## config.mk

```make
export PLATFORM = sky130hd
export DESIGN_NAME = dsm_hop_selector
export DESIGN_NICKNAME = d
export VERILOG_FILES = /design/src/rtl/dsm_sel_pkg.sv /design/src/rtl/dsm_wr_ledger.sv /design/src/rtl/dsm_rd_ledger.sv /design/src/rtl/dsm_low_pick.sv /design/src/rtl/dsm_hop_selector.sv
export SDC_FILE = /design/constraint.sdc
export NUM_CORES = 1
export LEC_CHECK = 0
export BUFFER_PORTS_ARGS = -buffer_cell sky130_fd_sc_hd__buf_2
export CAP_MARGIN = 20
export CORE_ASPECT_RATIO = 0.7
export CORE_MARGIN = 2
export CORE_UTILIZATION = 59
export CTS_BUF_LIST = sky130_fd_sc_hd__clkbuf_8
export DETAILED_ROUTE_END_ITERATION = 8
export GPL_ROUTABILITY_DRIVEN = 0
export PLACE_DENSITY = 0.78
export SYNTH_ARGS = -nofsm -noshare
export SYNTH_HDL_FRONTEND = slang
export SYNTH_SLANG_ARGS = --single-unit
```

## constraint.sdc

```tcl
create_clock -name clk -period 4 [get_ports clk]
set_input_delay 0.8 -clock clk [delete_from_list [all_inputs] [get_ports clk]]
set_output_delay 0.8 -clock clk [all_outputs]
set_load 0.01 [all_outputs]
```

## src/rtl/dsm_sel_pkg.sv

```systemverilog
// Shared definitions for the two-hop intermediate port selector.
// Assumes nothing beyond IEEE 1800-2017 packages.
package dsm_sel_pkg;

    // Outcome of one request, held in the response register.
    typedef enum logic [1:0] {
        RSP_IDLE  = 2'd0,
        RSP_GRANT = 2'd1,
        RSP_FAIL  = 2'd2
    } rsp_kind_e;

endpackage

```

## src/rtl/dsm_wr_ledger.sv

```systemverilog
// Write-side ledger: one saturating count per crossbar edge (source,
// intermediate) for the current slot. It reports, for the source being
// looked up, which intermediates still have spare write capacity.
// Assumes that an increment is only requested for an edge reported free,
// so no count exceeds CAP. A clear takes priority over an increment.
module dsm_wr_ledger #(
    parameter int N   = 4,
    parameter int CAP = 2,
    localparam int IW = (N > 1) ? $clog2(N) : 1,
    localparam int CW = $clog2(CAP + 1)
) (
    input  logic          clk,
    input  logic          rst_n,
    input  logic          clear_all,
    input  logic [IW-1:0] look_src,
    input  logic          inc_en,
    input  logic [IW-1:0] inc_mid,
    output logic [N-1:0]  free_vec,
    output logic          any_used
);

    logic [CW-1:0] cnt [N][N];

    for (genvar gs = 0; gs < N; gs++) begin : g_src
        for (genvar gx = 0; gx < N; gx++) begin : g_mid
            // Count the writes on edge (gs, gx) during the current slot.
            always_ff @(posedge clk) begin
                if (!rst_n) begin
                    cnt[gs][gx] <= '0;
                end else if (clear_all) begin
                    cnt[gs][gx] <= '0;
                end else if (inc_en && look_src == IW'(gs) && inc_mid == IW'(gx)) begin
                    cnt[gs][gx] <= cnt[gs][gx] + CW'(1);
                end
            end
        end
    end

    // Report which intermediates have room for the looked-up source.
    always_comb begin
        for (int x = 0; x < N; x++) begin
            free_vec[x] = int'(cnt[look_src][x]) < CAP;
        end
    end

    // Flag whether any edge carries a write in this slot.
    always_comb begin
        any_used = 1'b0;
        for (int s = 0; s < N; s++) begin
            for (int x = 0; x < N; x++) begin
                if (cnt[s][x] != '0) begin
                    any_used = 1'b1;
                end
            end
        end
    end

endmodule

```

## src/rtl/dsm_rd_ledger.sv

```systemverilog
// Read-side ledger: a circular table of HORIZON rows. Each row holds one
// saturating count per edge (intermediate, destination) for a future
// departure slot. The row of the current slot is emptied when the slot
// ends and the base pointer moves on. Assumes HORIZON is a power of two,
// so the offset add wraps by itself, and that increments only target
// edges reported free. A clear takes priority over an increment.
module dsm_rd_ledger #(
    parameter int N       = 4,
    parameter int CAP     = 2,
    parameter int HORIZON = 8,
    localparam int IW = (N > 1) ? $clog2(N) : 1,
    localparam int HW = (HORIZON > 1) ? $clog2(HORIZON) : 1,
    localparam int CW = $clog2(CAP + 1)
) (
    input  logic          clk,
    input  logic          rst_n,
    input  logic          advance,
    input  logic [IW-1:0] look_dst,
    input  logic [HW-1:0] look_off,
    input  logic          inc_en,
    input  logic [IW-1:0] inc_mid,
    output logic [N-1:0]  free_vec
);

    logic [HW-1:0] base_q;
    logic [HW-1:0] row_sel;
    logic [CW-1:0] cnt [HORIZON][N][N];

    // Map the relative offset onto an absolute table row.
    assign row_sel = base_q + look_off;

    // Move the base row forward at each slot boundary.
    always_ff @(posedge clk) begin
        if (!rst_n) begin
            base_q <= '0;
        end else if (advance) begin
            base_q <= base_q + HW'(1);
        end
    end

    for (genvar gt = 0; gt < HORIZON; gt++) begin : g_row
        for (genvar gx = 0; gx < N; gx++) begin : g_mid
            for (genvar gd = 0; gd < N; gd++) begin : g_dst
                // Count departures booked on edge (gx, gd) in row gt.
                always_ff @(posedge clk) begin
                    if (!rst_n) begin
                        cnt[gt][gx][gd] <= '0;
                    end else if (advance && base_q == HW'(gt)) begin
                        cnt[gt][gx][gd] <= '0;
                    end else if (inc_en && row_sel == HW'(gt) &&
                                 inc_mid == IW'(gx) && look_dst == IW'(gd)) begin
                        cnt[gt][gx][gd] <= cnt[gt][gx][gd] + CW'(1);
                    end
                end
            end
        end
    end

    // Report which intermediates can still reach the destination in that row.
    always_comb begin
        for (int x = 0; x < N; x++) begin
            free_vec[x] = int'(cnt[row_sel][x][look_dst]) < CAP;
        end
    end

endmodule

```

## src/rtl/dsm_low_pick.sv

```systemverilog
// Fixed-priority picker: grants the lowest-indexed set bit of the request
// vector and reports its index. It is purely combinational and assumes
// nothing about how many bits are set.
module dsm_low_pick #(
    parameter int N   = 4,
    localparam int IW = (N > 1) ? $clog2(N) : 1
) (
    input  logic [N-1:0]  req_vec,
    output logic [N-1:0]  grant_vec,
    output logic [IW-1:0] grant_idx,
    output logic          found
);

    // Scan upward and stop at the first candidate.
    always_comb begin
        grant_vec = '0;
        grant_idx = '0;
        found     = 1'b0;
        for (int k = 0; k < N; k++) begin
            if (req_vec[k] && !found) begin
                grant_vec[k] = 1'b1;
                grant_idx    = IW'(k);
                found        = 1'b1;
            end
        end
    end

endmodule

```

## src/rtl/dsm_hop_selector.sv

```systemverilog
// Two-hop intermediate port selector. It takes one request per cycle and
// ANDs write-side and read-side eligibility. It grants the lowest eligible
// intermediate port and books the grant in both ledgers. The response is
// registered, so it appears one cycle after the request. A request that
// arrives with slot_tick is judged against the counts from before the tick.
// Assumes HORIZON is a power of two.
module dsm_hop_selector #(
    parameter int N       = 4,
    parameter int S1      = 2,
    parameter int S2      = 2,
    parameter int HORIZON = 8,
    localparam int IW = (N > 1) ? $clog2(N) : 1,
    localparam int HW = (HORIZON > 1) ? $clog2(HORIZON) : 1
) (
    input  logic          clk,
    input  logic          rst_n,
    input  logic          slot_tick,
    input  logic          req_valid,
    input  logic [IW-1:0] req_src,
    input  logic [IW-1:0] req_dst,
    input  logic [HW-1:0] req_dep_off,
    output logic          rsp_valid,
    output logic [IW-1:0] rsp_port,
    output logic          rsp_fail,
    output logic          ovf_sticky
);

    import dsm_sel_pkg::*;

    logic [N-1:0]  wr_free;
    logic [N-1:0]  rd_free;
    logic [N-1:0]  elig_vec;
    logic [N-1:0]  grant_vec;
    logic [IW-1:0] pick_idx;
    logic          pick_found;
    logic          grant_en;
    logic          wr_any_used;
    rsp_kind_e     kind_d;
    rsp_kind_e     kind_q;
    logic [IW-1:0] port_q;
    logic          ovf_q;

    // A port qualifies only when both crossbar hops have room.
    assign elig_vec = wr_free & rd_free;
    assign grant_en = req_valid & pick_found;

    dsm_wr_ledger #(.N(N), .CAP(S1)) u_wr (
        .clk      (clk),
        .rst_n    (rst_n),
        .clear_all(slot_tick),
        .look_src (req_src),
        .inc_en   (grant_en),
        .inc_mid  (pick_idx),
        .free_vec (wr_free),
        .any_used (wr_any_used)
    );

    dsm_rd_ledger #(.N(N), .CAP(S2), .HORIZON(HORIZON)) u_rd (
        .clk      (clk),
        .rst_n    (rst_n),
        .advance  (slot_tick),
        .look_dst (req_dst),
        .look_off (req_dep_off),
        .inc_en   (grant_en),
        .inc_mid  (pick_idx),
        .free_vec (rd_free)
    );

    dsm_low_pick #(.N(N)) u_pick (
        .req_vec  (elig_vec),
        .grant_vec(grant_vec),
        .grant_idx(pick_idx),
        .found    (pick_found)
    );

    // Classify this cycle's request.
    always_comb begin
        if (!req_valid) begin
            kind_d = RSP_IDLE;
        end else if (pick_found) begin
            kind_d = RSP_GRANT;
        end else begin
            kind_d = RSP_FAIL;
        end
    end

    // Register the response and keep the overflow flag sticky.
    always_ff @(posedge clk) begin
        if (!rst_n) begin
            kind_q <= RSP_IDLE;
            port_q <= '0;
            ovf_q  <= 1'b0;
        end else begin
            kind_q <= kind_d;
            port_q <= (kind_d == RSP_GRANT) ? pick_idx : '0;
            if (kind_d == RSP_FAIL) begin
                ovf_q <= 1'b1;
            end
        end
    end

    assign rsp_valid  = (kind_q != RSP_IDLE);
    assign rsp_fail   = (kind_q == RSP_FAIL);
    assign rsp_port   = port_q;
    assign ovf_sticky = ovf_q;

endmodule

```

==> impl_table.tex <==
\begin{tabular}{lr}
\hline
Metric & Value \\
\hline
\multicolumn{2}{l}{\textbf{Clocking}} \\
Clock input transition at the sequential cells of the worst setup and hold paths & 0.06 ns \\
Maximum level of the CTS H-tree & 2 \\
TritonCTS clock tree & done \\
Root buffer cell & clkbuf\_8 \\
CTS buffer count & 46 \\
Buffer levels on the longest clock path & 3 \\
Number of clock sinks seen by CTS & 296 \\
Hold\_buf cts & 0 \\
Later-pin clock latency in the skew report & 0.58 ns \\
\multicolumn{2}{l}{\textbf{Timing}} \\
Unrepaired setup endpoints after global routing & false \\
Final hold violation count & 0 \\
Relative max-transition margin & 36.1\% \\
Setup clock skew after layout & 0.0307 ns \\
Timing-limited maximum frequency & 259 MHz \\
Post-layout worst setup margin & 0.140 ns \\
Worst-margin pin slew & 0.951 ns \\
Setup tns final & 0 ns \\
Min Clock Period, post-route & 3.86 ns \\
Pins Over Slew Limit & 0 \\
Final number of setup-violating endpoints & 0 \\
Fraction of the cycle the final worst path needs & 96.5\% \\
\multicolumn{2}{l}{\textbf{Drt}} \\
First-pass iteration count of the detailed router & 5 \\
Number of nets still failing antenna checks after routing & 0 \\
First-iteration detailed-routing DRC count & 1189 \\
Via count & 10700 \\
Final routed wirelength across all metal layers & 39000 µm \\
Vias per cell & 6.63 \\
Drc violations & 0 \\
Routed wirelength normalized by instance count & 24.3 µm \\
\multicolumn{2}{l}{\textbf{Floorplanning}} \\
IO Pins & 16 \\
Height of the chip & 137 µm \\
Num rows & 48 \\
Overall die area & 26500 µm² \\
Placeable core area & 24700 µm² \\
Die extent in x & 194 µm \\
Starting utilization of the core area & 60.2\% \\
\multicolumn{2}{l}{\textbf{Power}} \\
Cell area power density & 436 nW/µm² \\
Peak ir drop on the vdd network & 0.274 mV \\
Leakage power figure & 5.46 nW \\
\multicolumn{2}{l}{\textbf{Setup path}} \\
Crit. End Element & flop \\
Register-to-register setup slack & 0.14 ns \\
Crit path max fanout & 15 \\
Number of cell instances on the worst register-to-register path & 12 \\
Data required time of the worst path & 4.25 ns \\
Startpoint of the worst setup timing path & u\_rd.base\_q[0]\$\_SDFFE\_PN0P\_ \\
Startpoint Class & flop \\
Critical path class & reg2reg \\
WP data arrival & 4.11 ns \\
Reg-to-Reg End & u\_rd.cnt[6][28]\$\_SDFFCE\_PN0P\_ \\
Last element of the critical path & u\_rd.cnt[6][28]\$\_SDFFCE\_PN0P\_ \\
RR Startpoint & u\_rd.base\_q[0]\$\_SDFFE\_PN0P\_ \\
\multicolumn{2}{l}{\textbf{Final layout}} \\
Final standard cell area without fillers & 16900 µm² \\
Fillers & 1722 \\
Area Growth Syn to Fin & 13.6\% \\
Combined flip-flop and latch cell area & 8810 µm² \\
Area taken by multi-input logic gates & 5570 µm² \\
Net count reported at finish & 1273 \\
Commonest non-fill, non-tap cell in the layout & edfxtp\_1 \\
Commonest non-fill, non-tap cells in the layout & 288 x edfxtp\_1, 213 x nor3\_1, 146 x xnor2\_1 \\
Fraction of final layout cells sized beyond drive strength 1 & 21.9\% \\
Antenna diode instance count & 0 \\
Utilization after layout & 68.4\% \\
\multicolumn{2}{l}{\textbf{Logic synthesis}} \\
FF+latch count, synth & 296 \\
Share of the synthesized area in the top cell type & 58.2\% \\
Top\_reg\_cell synth & edfxtp\_1 \\
Dominant cell type by area after synthesis & edfxtp\_1 \\
Async set-or-reset flop fraction in the synthesized netlist & 0\% \\
Gate Count Post-Synth & 1166 \\
Number of flops mapped to enable cells by yosys & 288 \\
Mean Syn Cell Area & 12.8 µm² \\
Synth warn & 0 \\
Post-synth cell types & 48 \\
Register area share after synthesis & 59.2\% \\
Mapped Nets & 1185 \\
Summed instance area of the synthesized netlist & 14900 µm² \\
Top post-synthesis cells by area & edfxtp\_1 58\%, xnor2\_1 8.6\%, nor3\_1 7.2\%, mux4\_2 6.1\%, o21ai\_0 3.3\% \\
\multicolumn{2}{l}{\textbf{GRT}} \\
Largest net degree at the start of global routing & 39 \\
Total routing resource utilization after global routing & 29.9\% \\
Number of global-route vias before repair & 10500 \\
Antenna violations before repair & 1 \\
Congestion Overflow GR & 0 \\
Wire length of the first global-routing pass & 60000 µm \\
\multicolumn{2}{l}{\textbf{Placement}} \\
Area of placed instances & 16100 µm² \\
Port Buf Inserts & 15 \\
Worst slack at placement & -0.354 ns \\
Placed wire-length estimate after detailed placement & 25800 µm \\
\multicolumn{2}{l}{\textbf{Status}} \\
Status & finished, final reports clean \\
\multicolumn{2}{l}{\textbf{Flow run}} \\
Max-capacitance violation count & 0 \\
\multicolumn{2}{l}{\textbf{Min path}} \\
Min-Delay Path Depth & 1 \\
Path category of the worst min-delay check & reg2reg \\
\hline
\end{tabular}
through the flow:
| stage | std cells | total power [mW] | hold slack (ns) |
|---|---|---|---|
| finish | 1610 | 7.36 | 0.471 |
| detailed placement | 1531 | 5.13 | 0.452 |
| floorplan | 1166 | 4.56 | 0.497 |
| global placement | 1531 | 5.09 | 0.455 |
| global route | 1610 | 7.61 | 0.482 |
| CTS | 1610 | 7.36 | 0.472 |
layer usage:
| metal | vias to the layer above | GRT usage [%] | wire (µm) |
|---|---|---|---|
| met5 | - | 0 | 0 |
| met4 | 0 | 10.5 | 1030 |
| met3 | 89 | 9.96 | 5460 |
| met2 | 694 | 44.3 | 16900 |
| met1 | 5208 | 41.7 | 15600 |
| li1 | 4683 | - | - |
synthesized netlist by cell type, types with 2 or more instances:
library cell / count
inv_1: 5
nor3_1: 213
or4_1: 13
nand3_1: 17
a21boi_1: 9
or2_2: 3
dfxtp_1: 8
nand3b_1: 3
nand4_1: 3
mux4_2: 40
nand2_1: 12
nor2_1: 18
xnor2_1: 146
clkbuf_1: 79
buf_6: 4
o21ai_0: 99
mux2_2: 8
nand2b_1: 2
o211a_1: 2
buf_4: 5
buf_2: 25
edfxtp_1: 288
ha_1: 7
nor4_2: 2
buf_1: 3
o21ai_1: 14
nor2_2: 2
o31ai_1: 32
nor4_1: 63
nor2b_1: 10
mux2i_1: 10
nand4b_2: 2
mux2_1: 2
and2_1: 2
o21a_1: 2
sequential cells by signal, summed over array words and instances (netlist names):
signal	cells
u_wr.cnt	32
u_rd.base_q	3
ovf_sticky	1
rsp_port	2
u_rd.cnt	256
kind_q	2
where the power goes:
part	switching, mW	total [mW]	internal [mW]
registers	0.120	3.69	3.57
logic	0.832	1.43	0.595
clock network	1.17	2.25	1.08
total	2.12	7.36	5.24
cells by family after synthesis:
family          Yosys count  share of synthesized area [%]
fa+ha+maj                 8                          0.724
simple gates            369                           13.5
flops                   296                           59.2
mux                      60                           7.49
xor+xnor                148                           8.82
buf+inv                 122                           3.63
compound gates          163                           6.55
final cells by class:
class | instances | area share [%]
multi-input combinational | 748 | 33.0
clock buffer | 47 | 3.83
inverter | 5 | 0.111
tap | 325 | 2.41
timing repair buffer | 157 | 7.79
clock inverter | 32 | 0.748
sequential | 296 | 52.1
how the worst min path moves through the flow:
stage | start | end | slack [ns]
2_1_floorplan | ovf_sticky$_SDFFE_PN0N_ | ovf_sticky$_SDFFE_PN0N_ | 0.50
3_3_place_gp | ovf_sticky$_SDFFE_PN0N_ | ovf_sticky$_SDFFE_PN0N_ | 0.46
3_5_place_dp | ovf_sticky$_SDFFE_PN0N_ | ovf_sticky$_SDFFE_PN0N_ | 0.45
4_1_cts | ovf_sticky$_SDFFE_PN0N_ | ovf_sticky$_SDFFE_PN0N_ | 0.47
5_1_grt | ovf_sticky$_SDFFE_PN0N_ | ovf_sticky$_SDFFE_PN0N_ | 0.48
6_report | ovf_sticky$_SDFFE_PN0N_ | ovf_sticky$_SDFFE_PN0N_ | 0.47
what timing repair did:
| action | in CTS | in global routing |
|---|---|---|
| setup buffers | 0 | 0 |
| resized for setup | 0 | 3 |
| setup endpoints to repair | 0 | 3 |
worst max-delay path: stages (launching register included):
cell     delay [ns]
dfxtp_1        0.36
ha_2           0.17
inv_1          0.05
fa_2           0.60
buf_12         0.17
buf_4          0.16
mux4_2         0.31
mux2_2         0.33
mux4_2         0.52
nor2_2         0.19
nand3_1        0.13
buf_4          0.21
o21ai_0        0.34
Power figures use the tool's default switching activity.
